<file path="src/rtl/rcs_pkg.sv">
package rcs_pkg;

   // Bit positions of the flags; software decodes these positions.
   typedef enum int unsigned {
      FLG_POR = 0,
      FLG_EXT = 1,
      FLG_BOR = 2,
      FLG_WDT = 3
   } flag_idx_e;

   localparam int unsigned NUM_FLAGS = 4;

endpackage

</file>
<file path="src/rtl/rcs_addr_dec.sv">
module rcs_addr_dec #(
   parameter int unsigned ADDR_W   = 4,
   parameter int unsigned REG_ADDR = 4
) (
   input  logic [ADDR_W-1:0] addr,
   input  logic              wr,
   output logic              hit,
   output logic              wr_hit
);

   localparam logic [ADDR_W-1:0] MATCH = ADDR_W'(REG_ADDR);

   always_comb begin
      hit    = (addr == MATCH);
      wr_hit = hit & wr;
   end

endmodule

</file>
<file path="src/rtl/rcs_flag_cell.sv">
module rcs_flag_cell #(
   parameter bit CLR_ON_POR = 1'b1
) (
   input  logic clk,
   input  logic set_evt,
   input  logic por_evt,
   input  logic wr_clr,
   output logic q
);

   logic nxt;
   logic por_clr;

   generate
      if (CLR_ON_POR) begin : g_por_clears
         assign por_clr = por_evt;
      end else begin : g_por_keeps
         logic unused_por;
         assign unused_por = por_evt;
         assign por_clr    = 1'b0;
      end
   endgenerate

   // Priority: own event sets, then power-on clear, then software clear, then hold.
   always_comb begin
      if (set_evt)
         nxt = 1'b1;
      else if (por_clr)
         nxt = 1'b0;
      else if (wr_clr)
         nxt = 1'b0;
      else
         nxt = q;
   end

   always_ff @(posedge clk) begin
      q <= nxt;
   end

endmodule

</file>
<file path="src/rtl/rcs_rd_mux.sv">
module rcs_rd_mux #(
   parameter int unsigned DATA_W = 8,
   parameter int unsigned NF     = 4
) (
   input  logic              hit,
   input  logic [NF-1:0]     flags,
   output logic [DATA_W-1:0] rdata
);

   localparam int unsigned PAD_W = DATA_W - NF;

   logic [DATA_W-1:0] word;

   generate
      if (PAD_W > 0) begin : g_pad
         assign word = {{PAD_W{1'b0}}, flags};
      end else begin : g_nopad
         assign word = flags;
      end
   endgenerate

   assign rdata = hit ? word : '0;

endmodule

</file>
<file path="src/rtl/rcs_status_reg.sv">
module rcs_status_reg
   import rcs_pkg::*;
#(
   parameter int unsigned ADDR_W   = 4,
   parameter int unsigned DATA_W   = 8,
   parameter int unsigned REG_ADDR = 4
) (
   input  logic              clk,
   input  logic              ev_por,
   input  logic              ev_ext,
   input  logic              ev_bor,
   input  logic              ev_wdt,
   input  logic [ADDR_W-1:0] bus_addr,
   input  logic              bus_wr,
   input  logic [DATA_W-1:0] bus_wdata,
   output logic [DATA_W-1:0] bus_rdata
);

   localparam int unsigned NF = NUM_FLAGS;

   generate
      if (DATA_W < NF) begin : g_bad_width
         $error("rcs_status_reg: DATA_W must hold all flags");
      end
      if (ADDR_W < 1 || ADDR_W > 16) begin : g_bad_addr_w
         $error("rcs_status_reg: ADDR_W out of range");
      end
      if (REG_ADDR >= (1 << ADDR_W)) begin : g_bad_addr
         $error("rcs_status_reg: REG_ADDR does not fit ADDR_W");
      end
   endgenerate

   logic          hit;
   logic          wr_hit;
   logic [NF-1:0] ev_vec;
   logic [NF-1:0] wr_clr;
   logic [NF-1:0] flags_q;

   always_comb begin
      ev_vec               = '0;
      ev_vec[int'(FLG_POR)] = ev_por;
      ev_vec[int'(FLG_EXT)] = ev_ext;
      ev_vec[int'(FLG_BOR)] = ev_bor;
      ev_vec[int'(FLG_WDT)] = ev_wdt;
   end

   rcs_addr_dec #(
      .ADDR_W  (ADDR_W),
      .REG_ADDR(REG_ADDR)
   ) u_dec (
      .addr  (bus_addr),
      .wr    (bus_wr),
      .hit   (hit),
      .wr_hit(wr_hit)
   );

   assign wr_clr = {NF{wr_hit}} & ~bus_wdata[NF-1:0];

   generate
      for (genvar i = 0; i < NF; i++) begin : g_flag
         rcs_flag_cell #(
            .CLR_ON_POR(i != int'(FLG_POR))
         ) u_cell (
            .clk    (clk),
            .set_evt(ev_vec[i]),
            .por_evt(ev_por),
            .wr_clr (wr_clr[i]),
            .q      (flags_q[i])
         );
      end
      if (DATA_W > NF) begin : g_unused_wdata
         logic unused_wdata;
         assign unused_wdata = ^bus_wdata[DATA_W-1:NF];
      end
   endgenerate

   rcs_rd_mux #(
      .DATA_W(DATA_W),
      .NF    (NF)
   ) u_rd (
      .hit  (hit),
      .flags(flags_q),
      .rdata(bus_rdata)
   );

endmodule

</file>
<file path="config.mk">
export PLATFORM = sky130hd
export DESIGN_NAME = rcs_status_reg
export DESIGN_NICKNAME = d
export VERILOG_FILES = /design/src/rtl/rcs_pkg.sv /design/src/rtl/rcs_addr_dec.sv /design/src/rtl/rcs_flag_cell.sv /design/src/rtl/rcs_rd_mux.sv /design/src/rtl/rcs_status_reg.sv
export SDC_FILE = /design/constraint.sdc
export NUM_CORES = 1
export LEC_CHECK = 0
export CORE_AREA = 2 2 39 41
export DETAILED_ROUTE_END_ITERATION = 10
export DIE_AREA = 0 0 41 43
export HOLD_SLACK_MARGIN = 0.15
export REMOVE_ABC_BUFFERS = 1
export SLEW_MARGIN = 20
export SYNTH_ARGS = -nofsm -noshare
export SYNTH_HDL_FRONTEND = slang
export SYNTH_SLANG_ARGS = --single-unit
</file>
<file path="constraint.sdc">
create_clock -name clk -period 2 [get_ports clk]
set_input_delay 0.4 -clock clk [delete_from_list [all_inputs] [get_ports clk]]
set_output_delay 0.4 -clock clk [all_outputs]
set_load 0.01 [all_outputs]
</file>
==> results.cfg, run 1 <==
[detailed_routing]
drt-initial-drc-count = 3
via_per_inst = 3.826
drc_errors = 0
vias = 264
detail-route-antenna-nets = 0
finalWirelength_um = 595
wl_per_cell_um = 8.623
dr.pass1.iters = 2

[finish]
syn2layout_area_growth_pct = 88.20
stdcell_area_sq_um = 459.2
top_register = g_flag.u_cell.q
largest_reg_flops = 4
antenna_cells = 0
drive_gt1_frac = 0.2264
reg.largest.list = g_flag.u_cell.q: 4 flops
final_nets = 73
final_cells = 69

[yosys]
synth_edf_count = 0
yosysTopAreaCell = dfxtp_1
synthCells = 29
ys_seq_area_frac = 0.3282
synth.top_cells.by_count = 5 x nor2_1, 4 x and2_1, 4 x buf_4, 4 x dfxtp_1
yosysUniqueCellTypes = 10
synth_seq_cells = 4
async_reset_ff_frac = 0
yosysWarnings = 0
synth.avg_cell_area_sq_um = 8.413
synthTopCellsByArea = dfxtp_1 33%, buf_4 12%, a32oi_1 11%
yosysMostFrequentCell = nor2_1
synth_top_area_share = 0.3282
netlist_area_sq_um = 244.0
ys.flop_type = dfxtp_1

[run_status]
run_status = completed

[power]
power_density_nw_per_um2 = 518.0
ir_drop_v = 0.0002225
p_leak_nw = 0.2288

[grt]
antenna_found_initial = 0
grt_pass1_vias = 233
grt_first_pass_wirelength_um = 848
grt_max_degree = 6
grt_usage = 0.07523
overflow = 0

[setup_path]
crit_slowest_cell = nor4b_4
crit_required_ns = 1.60
crit_buf_inv = 3
cp-end-kind = output port
critPathKind = in2out
worstPathCellList = dlygate4sd2_1 -> nor4b_4 -> buf_4 -> and2_1 -> clkdlybuf4s15_1
crit_arrival_ns = 1.44
cp-start-kind = input port
crit_family = buffers and inverters
max_stage_delay_ns = 0.30
cp_max_fo = 2

[sta]
worst_slack_ns = 0.1599
report.final.slew_viol_count = 0
clock.fmax_mhz = 543.5
min_period_ns = 1.840
hold_viol = 0
clock_skew_ns = 0
rsz0062_at_grt = no
finalSetupTns_ns = 0
final-setup-viol-count = 0
hold_ws_ns = 0.4534
period_share = 0.9200

[worst_hold_path]
hold_class = reg2reg

[place]
post-place-ws_ns = -0.3840
dpl_cell_area_sq_um = 422.9
portBuffers = 17
dp_hpwl_um = 452.9
gp_congestion = 0.6178
placed_cells = 62

[clocking]
cts.reportedPaths.clkPinSlew_ns = 0.04
cts_tree = built
clockBufferDepth = 2
cts_sinks = 4
ctsHoldBuffers = 0
h-tree-depth = 1
cts_root_buffer = clkbuf_4
cts_made_buffers = 3
clk_latency_ns = 0.23

[die]
coreArea_sq_um = 1384
dieArea_sq_um = 1763
floorplan.initialDensity = 0.1763
top_level_ports = 26
rows = 14
die_y_um = 43
die_w_um = 41

[run]
drv_cap = 0
-- cells by family after synthesis --
kind of cell	Yosys count	share of synthesized area
AOI/OAI and AO/OA	4	0.1334
buffers and inverters	7	0.1692
other	1	0.01537
and+or+nand+nor	13	0.3538
DFF	4	0.3282
-- power breakdown --
group	switching, mW	total [mW]	internal [mW]	leakage, nW
combinational	0.0183	0.0500	0.0317	0.182
clock	0.0337	0.101	0.0672	0.0138
sequential	0.00189	0.0869	0.0850	0.0333
total	0.0539	0.238	0.184	0.229
-- layout by cell type (no fill, tap or decap) --
cell type / instances
clkdlybuf4s50_1: 9
nor2_1: 5
buf_4: 5
and2_1: 4
conb_1: 4
dfxtp_1: 4
nand2b_1: 3
inv_1: 3
a32oi_1: 3
clkbuf_4: 3
dlygate4sd2_1: 3
buf_2: 2
nor4b_4: 1
a31oi_1: 1
dlymetal6s2s_1: 1
clkdlybuf4s15_1: 1
clkbuf_2: 1
-- what timing repair did --
item / CTS / global route
endpoints found under the setup margin: 4 / 4
gates resized for setup: 14 / 3
pin swaps: 2 / 0
buffers inserted: 4 / 0
-- final cells by class --
class	count	area, sq um
clock buffer	3	22.52
fill	162	924.6
inverter	3	11.26
multi-input combinational	21	133.9
sequential	4	80.08
tap	16	20.02
timing repair buffer	22	191.4
-- worst min-delay path, stage by stage (launching register included) --
cell and delay, ns:
dfxtp_1 0.30, nand2b_1 0.06, a32oi_1 0.04
-- stage by stage --
step,total power [mW],utilization
after detailed placement,0.1394,0.3056
after CTS,0.2448,0.3382
after floorplan,0.1039,-
after global routing,0.2520,0.3318
final,0.2379,0.3318
after global placement,0.1390,0.3056
-- final timing paths --
check | cells after the start | start | to | slack, ns
max | 5 | bus_addr[0] | bus_rdata[0] | 0.16
min | 2 | g_flag[3].u_cell.q | g_flag[3].u_cell.q | 0.45
max reg2reg | 2 | g_flag[1].u_cell.q | g_flag[1].u_cell.q | 1.43
min reg2reg | 2 | g_flag[3].u_cell.q | g_flag[3].u_cell.q | 0.45
-- routing by layer --
metal,vias up,part of all wire,global-route usage
li1,138,-,-
met1,111,0.41,0.08654
met2,15,0.46,0.1031
met3,0,0.13,0.03141
met4,0,0,0.06000
met5,-,0,0
Power figures use the tool's default switching activity.
==> run 2, diff against run 1 <==
--- a/config.mk
+++ b/config.mk
@@ -6,11 +6,11 @@
 export NUM_CORES = 1
 export LEC_CHECK = 0
 export CORE_AREA = 2 2 39 41
+export CTS_CLUSTER_SIZE = 30
 export DETAILED_ROUTE_END_ITERATION = 10
 export DIE_AREA = 0 0 41 43
 export HOLD_SLACK_MARGIN = 0.15
 export REMOVE_ABC_BUFFERS = 1
-export SLEW_MARGIN = 20
 export SYNTH_ARGS = -nofsm -noshare
 export SYNTH_HDL_FRONTEND = slang
 export SYNTH_SLANG_ARGS = --single-unit
==> results of run 2 <==
Final layout, timing and power as in run 1 (identical DEF).
==> run 3, diff against run 2 <==
--- a/config.mk
+++ b/config.mk
@@ -5,11 +5,13 @@
 export SDC_FILE = /design/constraint.sdc
 export NUM_CORES = 1
 export LEC_CHECK = 0
-export CORE_AREA = 2 2 39 41
+export CELL_PAD_IN_SITES_DETAIL_PLACEMENT = 1
+export CELL_PAD_IN_SITES_GLOBAL_PLACEMENT = 1
+export CORE_UTILIZATION = 17
 export CTS_CLUSTER_SIZE = 30
 export DETAILED_ROUTE_END_ITERATION = 10
-export DIE_AREA = 0 0 41 43
 export HOLD_SLACK_MARGIN = 0.15
+export PLACE_DENSITY_LB_ADDON = 0.1
 export REMOVE_ABC_BUFFERS = 1
 export SYNTH_ARGS = -nofsm -noshare
 export SYNTH_HDL_FRONTEND = slang
==> results.cfg, run 3 (synthesis gave the netlist of run 1 again) <==
[sta]
final-setup-viol-count = 0
finalSetupTns_ns = 0
clock.fmax_mhz = 546.4
report.final.slew_viol_count = 0
min_period_ns = 1.830
period_share = 0.9151
rsz0062_at_grt = no
hold_viol = 0
clock_skew_ns = 0
hold_ws_ns = 0.4527

[setup_path]
ff2ff_path_depth = 2
max_stage_delay_ns = 0.27
reg2reg_slack_ns = 1.42
cp-start-kind = input port
regToRegStartpoint = g_flag[3].u_cell.q
crit_slowest_cell = nor4b_4
worstSetupStartpoint = bus_addr[3]
critPathKind = in2out
cp-endpoint = bus_rdata[0]
timing.rr.end = g_flag[3].u_cell.q
cp_max_fo = 4
crit_arrival_ns = 1.43
worstPathCellList = dlygate4sd2_1 -> nor4b_4 -> buf_4 -> buf_6 -> and2_1 -> buf_2
crit_required_ns = 1.60
cp-end-kind = output port

[run_status]
run_status = completed

[finish]
final_cell_mix = 9 x clkdlybuf4s50_1, 5 x nor2_1, 4 x and2_1, 4 x conb_1, 4 x dfxtp_1
syn2layout_area_growth_pct = 84.10
reg.largest.list = g_flag.u_cell.q: 4 flops
top_register = g_flag.u_cell.q
final_cells = 67
utilization = 0.3409
antenna_cells = 0
final_nets = 72
drive_gt1_frac = 0.2308
largest_reg_flops = 4
layout_commonest_cell = clkdlybuf4s50_1
stdcell_area_sq_um = 449.2

[detailed_routing]
wl_per_cell_um = 10.18
via_per_inst = 4.090
detail-route-antenna-nets = 0
highest_layer = met3
drt-initial-drc-count = 0
routed-wl-met2_um = 383
drc_errors = 0
dr.pass1.iters = 1
finalWirelength_um = 682
route.met3.wl_um = 51
vias = 274
wl_met1_um = 247

[place]
placed_cells = 62
dpl_cell_area_sq_um = 429.2
gp_congestion = 0.5357
portBuffers = 17
dp_hpwl_um = 515.5

[die]
coreArea_sq_um = 1318
top_level_ports = 26
die_w_um = 39.89
die_y_um = 39.89
floorplan.initialDensity = 0.1852
dieArea_sq_um = 1591
rows = 13

[run]
drv_cap = 0

[grt]
grt_max_degree = 6
grt_first_pass_wirelength_um = 952
overflow = 0
antenna_found_initial = 0
grt_usage = 0.1027
grt_pass1_vias = 247

[power]
ir_drop_v = 0.0001507
p_leak_nw = 0.2242
power_density_nw_per_um2 = 539.5

[worst_hold_path]
hold_class = reg2reg

[clocking]
cts_made_buffers = 3
clk_latency_ns = 0.24
cts_tree = built
cts_root_buffer = clkbuf_4
cts_sinks = 4
cts.reportedPaths.clkPinSlew_ns = 0.04
h-tree-depth = 1
clockBufferDepth = 2
-- run 3: cell types whose count changed in the layout (fill, tap and decap cells not counted) --
cell	before	now
clkbuf_2	1	2
clkdlybuf4s15_1	1	0
buf_4	5	3
buf_6	0	1
-- run 3: cell type report --
type / instances / area [sq um]
Tap cell: 15 / 18.77
Fill cell: 165 / 868.3
Inverter: 3 / 11.26
Clock buffer: 3 / 22.52
Sequential cell: 4 / 80.08
Timing Repair Buffer: 21 / 182.7
Multi-Input combinational cell: 21 / 133.9
-- run 3: per-layer routing --
metal | track usage | vias to the layer above
met5 | 0 | -
met3 | 0.05114 | 0
li1 | - | 134
met4 | 0.1034 | 0
met1 | 0.08418 | 124
met2 | 0.1694 | 16
-- run 3: critical path: cells and delay by family --
kind / cells / cell delay, ns
and+or+nand+nor: 2 / 0.38
buffers and inverters: 4 / 0.65
-- run 3: how the worst min path moves through the flow --
| stage | start | endpoint | slack (ns) | depth (start not counted) |
|---|---|---|---|---|
| after floorplan | g_flag[1].u_cell.q | g_flag[1].u_cell.q | 0.43 | 2 |
| after global placement | g_flag[3].u_cell.q | g_flag[3].u_cell.q | 0.44 | 2 |
| after detailed placement | g_flag[1].u_cell.q | g_flag[1].u_cell.q | 0.45 | 2 |
| after CTS | g_flag[1].u_cell.q | g_flag[1].u_cell.q | 0.46 | 2 |
| after global routing | g_flag[1].u_cell.q | g_flag[1].u_cell.q | 0.48 | 2 |
| final | g_flag[1].u_cell.q | g_flag[1].u_cell.q | 0.45 | 2 |
-- run 3: where the power goes --
part           internal [mW]  switching (mW)
sequential            0.0850         0.00204
combinational         0.0312          0.0190
clock                 0.0675          0.0377
total                  0.184          0.0587
-- run 3: what timing repair did --
action	4_1_cts	5_1_grt
endpoints found under the setup margin	4	4
resized for setup	13	6
setup buffers	2	0
hold buffers	0	0
-- run 3: stage by stage --
| stage | worst slack [ns] | total power [mW] |
|---|---|---|
| CTS | 0.02546 | 0.2511 |
| floorplan | 0.6175 | 0.1039 |
| finish | 0.1699 | 0.2423 |
| global placement | -0.3485 | 0.1396 |
| global route | 0.1143 | 0.2612 |
| detailed placement | -0.3766 | 0.1414 |
